$ cat src/rtl/iir_fix_pkg.sv
package iir_fix_pkg;
  localparam int IN_W   = 8;
  localparam int IN_F   = 7;
  localparam int OUT_W  = 9;
  localparam int OUT_F  = 7;
  localparam int COEF_W = 16;
  localparam int COEF_F = 14;
  localparam int SEC_W  = 20;
  localparam int SEC_F  = 15;
  localparam int NACC_W = 32;
  localparam int NACC_F = 24;
  localparam int DACC_W = 32;
  localparam int DACC_F = 25;

  localparam int PROD_W   = SEC_W + COEF_W + 1;
  localparam int PROD_F   = SEC_F + COEF_F;
  localparam int NUM_SH   = PROD_F - NACC_F;
  localparam int DEN_SH   = PROD_F - DACC_F;
  localparam int ALIGN_SH = DACC_F - NACC_F;
  localparam int SEC_SH   = DACC_F - SEC_F;
  localparam int OUT_SH   = SEC_F - OUT_F;
  localparam int IN_SH    = SEC_F - IN_F;

  typedef logic signed [IN_W-1:0]   in_t;
  typedef logic signed [OUT_W-1:0]  out_t;
  typedef logic signed [COEF_W-1:0] coef_t;
  typedef logic signed [SEC_W-1:0]  sec_t;
  typedef logic signed [NACC_W-1:0] nacc_t;
  typedef logic signed [DACC_W-1:0] dacc_t;
  typedef logic signed [PROD_W-1:0] prod_t;

  // full-precision product, one guard bit above the exact width
  function automatic prod_t mul_full(input sec_t x, input coef_t c);
    return prod_t'(x) * prod_t'(c);
  endfunction

  // round to nearest, ties toward +inf, by an arithmetic right shift
  function automatic prod_t rnd_prod(input prod_t v, input int sh);
    prod_t h;
    h = '0;
    h[sh-1] = 1'b1;
    return (v + h) >>> sh;
  endfunction

  function automatic sec_t scale_q(input sec_t x, input coef_t s);
    return sec_t'(rnd_prod(mul_full(x, s), COEF_F));
  endfunction

  function automatic nacc_t num_term(input sec_t x, input coef_t c);
    return nacc_t'(rnd_prod(mul_full(x, c), NUM_SH));
  endfunction

  function automatic dacc_t den_term(input sec_t y, input coef_t c);
    return dacc_t'(rnd_prod(mul_full(y, c), DEN_SH));
  endfunction

  function automatic sec_t dacc_to_sec(input dacc_t v);
    logic signed [DACC_W:0] e;
    logic signed [DACC_W:0] h;
    e = {v[DACC_W-1], v};
    h = '0;
    h[SEC_SH-1] = 1'b1;
    return sec_t'((e + h) >>> SEC_SH);
  endfunction

  function automatic out_t sec_to_out(input sec_t v);
    logic signed [SEC_W:0] e;
    logic signed [SEC_W:0] h;
    e = {v[SEC_W-1], v};
    h = '0;
    h[OUT_SH-1] = 1'b1;
    return out_t'((e + h) >>> OUT_SH);
  endfunction
endpackage

$ cat src/rtl/iir_in_stage.sv
module iir_in_stage
  import iir_fix_pkg::*;
(
  input  logic clk,
  input  logic rst,
  input  logic vld_i,
  input  in_t  din,
  output logic vld_o,
  output sec_t dout
);
  always_ff @(posedge clk) begin
    if (rst) begin
      vld_o <= 1'b0;
      dout  <= '0;
    end else begin
      vld_o <= vld_i;
      if (vld_i) dout <= sec_t'(din) <<< IN_SH;
    end
  end
endmodule

$ cat src/rtl/iir_dfi_section.sv
module iir_dfi_section
  import iir_fix_pkg::*;
#(
  parameter bit    SECOND = 1'b1,
  parameter coef_t C_B0   = '0,
  parameter coef_t C_B1   = '0,
  parameter coef_t C_B2   = '0,
  parameter coef_t C_A1   = '0,
  parameter coef_t C_A2   = '0,
  parameter coef_t C_SCL  = coef_t'(1 << COEF_F)
) (
  input  logic clk,
  input  logic rst,
  input  logic vld_i,
  input  sec_t d_i,
  output logic vld_o,
  output sec_t d_o
);
  sec_t  xs, x1, x2, y1, y2, y;
  nacc_t nacc;
  dacc_t dacc;

  always_comb begin
    xs   = scale_q(d_i, C_SCL);
    nacc = num_term(xs, C_B0) + num_term(x1, C_B1) + num_term(x2, C_B2);
    dacc = (dacc_t'(nacc) <<< ALIGN_SH) - den_term(y1, C_A1) - den_term(y2, C_A2);
    y    = dacc_to_sec(dacc);
  end

  always_ff @(posedge clk) begin
    if (rst) begin
      vld_o <= 1'b0;
      x1    <= '0;
      y1    <= '0;
    end else begin
      vld_o <= vld_i;
      if (vld_i) begin
        x1 <= xs;
        y1 <= y;
      end
    end
  end

  generate
    if (SECOND) begin : g_second
      always_ff @(posedge clk) begin
        if (rst) begin
          x2 <= '0;
          y2 <= '0;
        end else if (vld_i) begin
          x2 <= x1;
          y2 <= y1;
        end
      end
    end else begin : g_first
      assign x2 = '0;
      assign y2 = '0;
    end
  endgenerate

  assign d_o = y1;
endmodule

$ cat src/rtl/iir_out_stage.sv
module iir_out_stage
  import iir_fix_pkg::*;
(
  input  logic clk,
  input  logic rst,
  input  logic vld_i,
  input  sec_t din,
  output logic vld_o,
  output out_t dout
);
  always_ff @(posedge clk) begin
    if (rst) begin
      vld_o <= 1'b0;
      dout  <= '0;
    end else begin
      vld_o <= vld_i;
      if (vld_i) dout <= sec_to_out(din);
    end
  end
endmodule

$ cat src/rtl/iir_lp5_cascade.sv
module iir_lp5_cascade
  import iir_fix_pkg::*;
#(
  parameter int                       N_SEC   = 3,
  parameter logic [N_SEC-1:0]         SO_MASK = 3'b011,
  parameter logic [N_SEC*COEF_W-1:0]  P_B0    = {16'sd564, 16'sd20, 16'sd20},
  parameter logic [N_SEC*COEF_W-1:0]  P_B1    = {16'sd564, 16'sd40, 16'sd40},
  parameter logic [N_SEC*COEF_W-1:0]  P_B2    = {16'sd0, 16'sd20, 16'sd20},
  parameter logic [N_SEC*COEF_W-1:0]  P_A1    = {-16'sd15257, -16'sd31982, -16'sd30906},
  parameter logic [N_SEC*COEF_W-1:0]  P_A2    = {16'sd0, 16'sd15679, 16'sd14600},
  parameter logic [N_SEC*COEF_W-1:0]  P_SCL   = {N_SEC{16'sd16384}}
) (
  input  logic                    clk,
  input  logic                    rst,
  input  logic                    in_valid,
  input  logic signed [IN_W-1:0]  in_sample,
  output logic                    out_valid,
  output logic signed [OUT_W-1:0] out_sample
);
  // stage 0 is the input register, stage k+1 the output of section k
  logic [N_SEC:0]  stg_vld;
  sec_t [N_SEC:0]  stg_dat;

  iir_in_stage u_in (
    .clk   (clk),
    .rst   (rst),
    .vld_i (in_valid),
    .din   (in_sample),
    .vld_o (stg_vld[0]),
    .dout  (stg_dat[0])
  );

  for (genvar k = 0; k < N_SEC; k++) begin : g_sec
    iir_dfi_section #(
      .SECOND (SO_MASK[k]),
      .C_B0   (coef_t'(P_B0[k*COEF_W +: COEF_W])),
      .C_B1   (coef_t'(P_B1[k*COEF_W +: COEF_W])),
      .C_B2   (coef_t'(P_B2[k*COEF_W +: COEF_W])),
      .C_A1   (coef_t'(P_A1[k*COEF_W +: COEF_W])),
      .C_A2   (coef_t'(P_A2[k*COEF_W +: COEF_W])),
      .C_SCL  (coef_t'(P_SCL[k*COEF_W +: COEF_W]))
    ) u_sec (
      .clk   (clk),
      .rst   (rst),
      .vld_i (stg_vld[k]),
      .d_i   (stg_dat[k]),
      .vld_o (stg_vld[k+1]),
      .d_o   (stg_dat[k+1])
    );
  end

  iir_out_stage u_out (
    .clk   (clk),
    .rst   (rst),
    .vld_i (stg_vld[N_SEC]),
    .din   (stg_dat[N_SEC]),
    .vld_o (out_valid),
    .dout  (out_sample)
  );
endmodule

$ cat config.mk
export PLATFORM = sky130hd
export DESIGN_NAME = iir_lp5_cascade
export DESIGN_NICKNAME = d
export VERILOG_FILES = /design/src/rtl/iir_fix_pkg.sv /design/src/rtl/iir_in_stage.sv /design/src/rtl/iir_dfi_section.sv /design/src/rtl/iir_out_stage.sv /design/src/rtl/iir_lp5_cascade.sv
export SDC_FILE = /design/constraint.sdc
export NUM_CORES = 2
export LEC_CHECK = 0
export BUFFER_PORTS_ARGS = -buffer_cell sky130_fd_sc_hd__buf_2
export CORE_ASPECT_RATIO = 0.9
export CORE_MARGIN = 2
export CORE_UTILIZATION = 50
export DETAILED_ROUTE_END_ITERATION = 7
export PLACE_DENSITY = 0.76
export SLEW_MARGIN = 20
export SYNTH_ARGS = -nofsm -noshare
export SYNTH_HDL_FRONTEND = slang
export SYNTH_SLANG_ARGS = --single-unit
$ cat constraint.sdc
create_clock -name clk -period 12.1 [get_ports clk]
set_input_delay 1.815 -clock clk [delete_from_list [all_inputs] [get_ports clk]]
set_output_delay 1.815 -clock clk [all_outputs]
set_load 0.03 [all_outputs]
==> metrics.csv <==
stage,metric,value,unit
timing,Final Cycle Share,0.8693,
worst_hold_path,HP Start,u_out.dout[6],
final_layout,Syn-to-layout area delta,4.310,%
clocking,Worst-Skew Late Latency,0.54,ns
global_routing,initial antenna violation count,0,
setup_path,CP max-delay cell,dfxtp_1,
yosys,syn_nets,8099,
clocking,H-tree Lvls,4,
setup_path,CP Max Fanout,10,
placement,cell area after placement,57400,um2
clocking,clock-pin slew of the registers on the worst-case setup and hold paths,0.09,ns
drt,Initial DRC Count,2757,
clocking,"Hold-fix buffers, CTS",0,
yosys,"Distinct cells, synth",108,
drt,WL final,127.1,mm
die,DIE AREA,113900,um2
flow_run,MaxCap Viol Count,0,
clocking,CTS Buf Count,17,
drt,# DRC,0,
drt,first drt pass iteration count,6,
die,Die H,320.4,um
placement,# port buffers,20,
drt,wire per inst,16.38,um
final_layout,ANT cells,0,
timing,relative slew slack,0.2389,
yosys,Mapped Cells,6305,
die,# IOs,21,
setup_path,most numerous cell on the critical path,ha_1,
final_layout,Fillers,10130,
die,CORE AREA,110700,um2
timing,max-slew violation count,0,
yosys,Post-synth ARST share,0,
worst_hold_path,Worst Hold Class,reg -> reg,
final_layout,multi-input logic area,46970,um2
global_routing,global-route wire length before repair,213.5,mm
die,die width,355.6,um
clocking,root buffer cell,clkbuf_16,
timing,final setup skew,0.01997,ns
global_routing,vias in the first global route,42650,
global_routing,total global routing overflow,0,
setup_path,WP data arrival,10.95,ns
clocking,Sink Count,198,
yosys,post-synthesis instance area,55620,um2
timing,fmax,95.07,MHz
yosys,Post-synth EDFFs,0,
clocking,PostCTS Resize Cnt,0,
timing,setup TNS,0,ns
clocking,TritonCTS clock tree,done,
yosys,syn avg cell area,8.821,um2
setup_path,max incr delay on CP,0.60,ns
timing,Tmin final,10.52,ns
timing,RSZ-0062 raised after global routing,no,
timing,Hold Fails Final Rpt,0,
setup_path,Critical Path End Type,flip-flop,
placement,post-DP HPWL,107.6,mm
setup_path,Worst Path Required,12.53,ns
die,Initial Utilization,0.5022,
setup_path,critical path launch point type,flip-flop,
outcome,run status,finished clean,
die,row cnt,116,
setup_path,worst setup path class,reg -> reg,
final_layout,share of layout cells above drive strength 1,0.02656,
drt,Via Count,42550,
final_layout,layout net count,8069,
clocking,post-CTS setup buffers,0,
drt,metal2 WL,56.97,mm
setup_path,CP Launch Point,g_sec[0].u_sec.d_o[0],
yosys,Yosys Warn Count,0,
global_routing,total track usage,0.2289,
drt,Avg Vias per Cell,5.481,
placement,Final Wtd Congestion,0.9813,
final_layout,Reg area,3971,um2
setup_path,worst r2r src,g_sec[0].u_sec.d_o[0],
yosys,Synth Flop Type,dfxtp_1,
drt,metal3 WL,5.899,mm
global_routing,largest net degree at the start of global routing,78,
setup_path,R2R setup slack,1.58,ns
clocking,CTS max path bufs,2,
drt,met1 WL,61.07,mm
drt,Highest Signal Layer,met4,
drt,post-route antenna net violation count,0,
yosys,sequential cell area fraction in the yosys report,0.07127,
timing,worst slew pin tran,1.127,ns
final_layout,cell area after layout,58010,um2
yosys,Yosys reg bits,198,
timing,Setup-failing EPs final,0,
area by class of cell:
cell class,instances,area share
well taps,1475,0.03181
clock buffers,18,0.007570
multi-input cells,4858,0.8095
inverters,1158,0.07492
repair buffers,42,0.004680
flip-flops and latches,198,0.06845
clock inverters,14,0.003019
layer usage:
layer / up-vias / track usage
li1: 21050 / -
met2: 846 / 0.3675
met3: 160 / 0.03033
met5: - / 0
met4: 0 / 0.06234
met1: 20490 / 0.3224
worst paths after layout:
kind | endpoint | cells past startpoint
setup / recovery | g_sec[1].u_sec.d_o[19] | 38
hold / removal | u_out.dout[6] | 2
setup reg to reg | g_sec[1].u_sec.d_o[19] | 38
hold reg to reg | u_out.dout[6] | 2
stage by stage:
stage	setup WS [ns]	std cells	hold slack (ns)	util
floorplan	1.931	6305	0.4675	-
global route	0.8681	7763	0.5081	0.5239
global placement	1.990	7731	0.4710	0.5183
CTS	1.679	7763	0.4861	0.5239
finish	1.581	7763	0.4829	0.5239
detailed placement	1.763	7731	0.4736	0.5183
Yosys cell counts, types with 95 or more instances:
| library cell | instances | area [um2] |
|---|---|---|
| a21o_1 | 104 | 780.8 |
| a21oi_1 | 263 | 1316 |
| dfxtp_1 | 198 | 3964 |
| fa_1 | 595 | 11910 |
| ha_1 | 1188 | 14860 |
| inv_1 | 1157 | 4343 |
| mux2i_1 | 177 | 1772 |
| nand2_1 | 248 | 930.9 |
| nand3_1 | 95 | 475.5 |
| nor2_1 | 449 | 1685 |
| nor3_1 | 124 | 620.6 |
| o21ai_0 | 146 | 730.7 |
| xnor2_1 | 386 | 3381 |
| xor2_1 | 222 | 1944 |
flip-flops by register name (all words and copies together), names as in the netlist:
| register | flops |
|---|---|
| g_sec.u_sec.y2 | 40 |
| g_sec.u_sec.d_o | 60 |
| g_sec.u_sec.x2 | 28 |
| u_out.dout | 9 |
| u_in.dout | 8 |
| u_out.vld_o | 1 |
| u_in.vld_o | 1 |
| g_sec.u_sec.x1 | 48 |
| g_sec.u_sec.vld_o | 3 |
critical path: cells and delay by family, from the launching register on:
family,cells,cell delay [ns]
XOR/XNOR,6,1.28
buffers and inverters,3,0.19
AO/OA/AOI/OAI,12,2.87
adder cells (fa/ha/maj),8,2.78
flip-flops,1,0.60
AND/OR/NAND/NOR,9,2.66
layout by cell type (no fill, tap or decap), drive strengths merged, types with 13 or more instances in the layout:
cell type / n
or3: 48
nand4: 33
nor2: 450
a31oi: 41
clkbuf: 18
o211ai: 32
nor4: 23
ha: 1188
nand3b: 14
nor3: 126
o311ai: 14
buf: 42
inv: 1164
a21oi: 268
o21a: 56
dfxtp: 198
a21boi: 17
o31ai: 18
mux2i: 177
nor2b: 54
a21o: 105
o21bai: 50
o21ai: 163
xnor2: 387
fa: 595
nand2: 248
nand2b: 49
a211o: 14
a211oi: 44
xor2: 223
mux2: 13
nand3: 95
and3: 50
or2: 34
and2: 37
cell families after synthesis:
family,share of synthesized area
simple gates,0.1141
flops,0.07127
mux,0.03449
compound gates,0.1159
fa+ha+maj,0.4816
buf+inv,0.08430
xor+xnor,0.09836
Power is left out: the tool's default activity adds up to more than one toggle a clock period on the data nets, which glitch-free logic cannot reach.
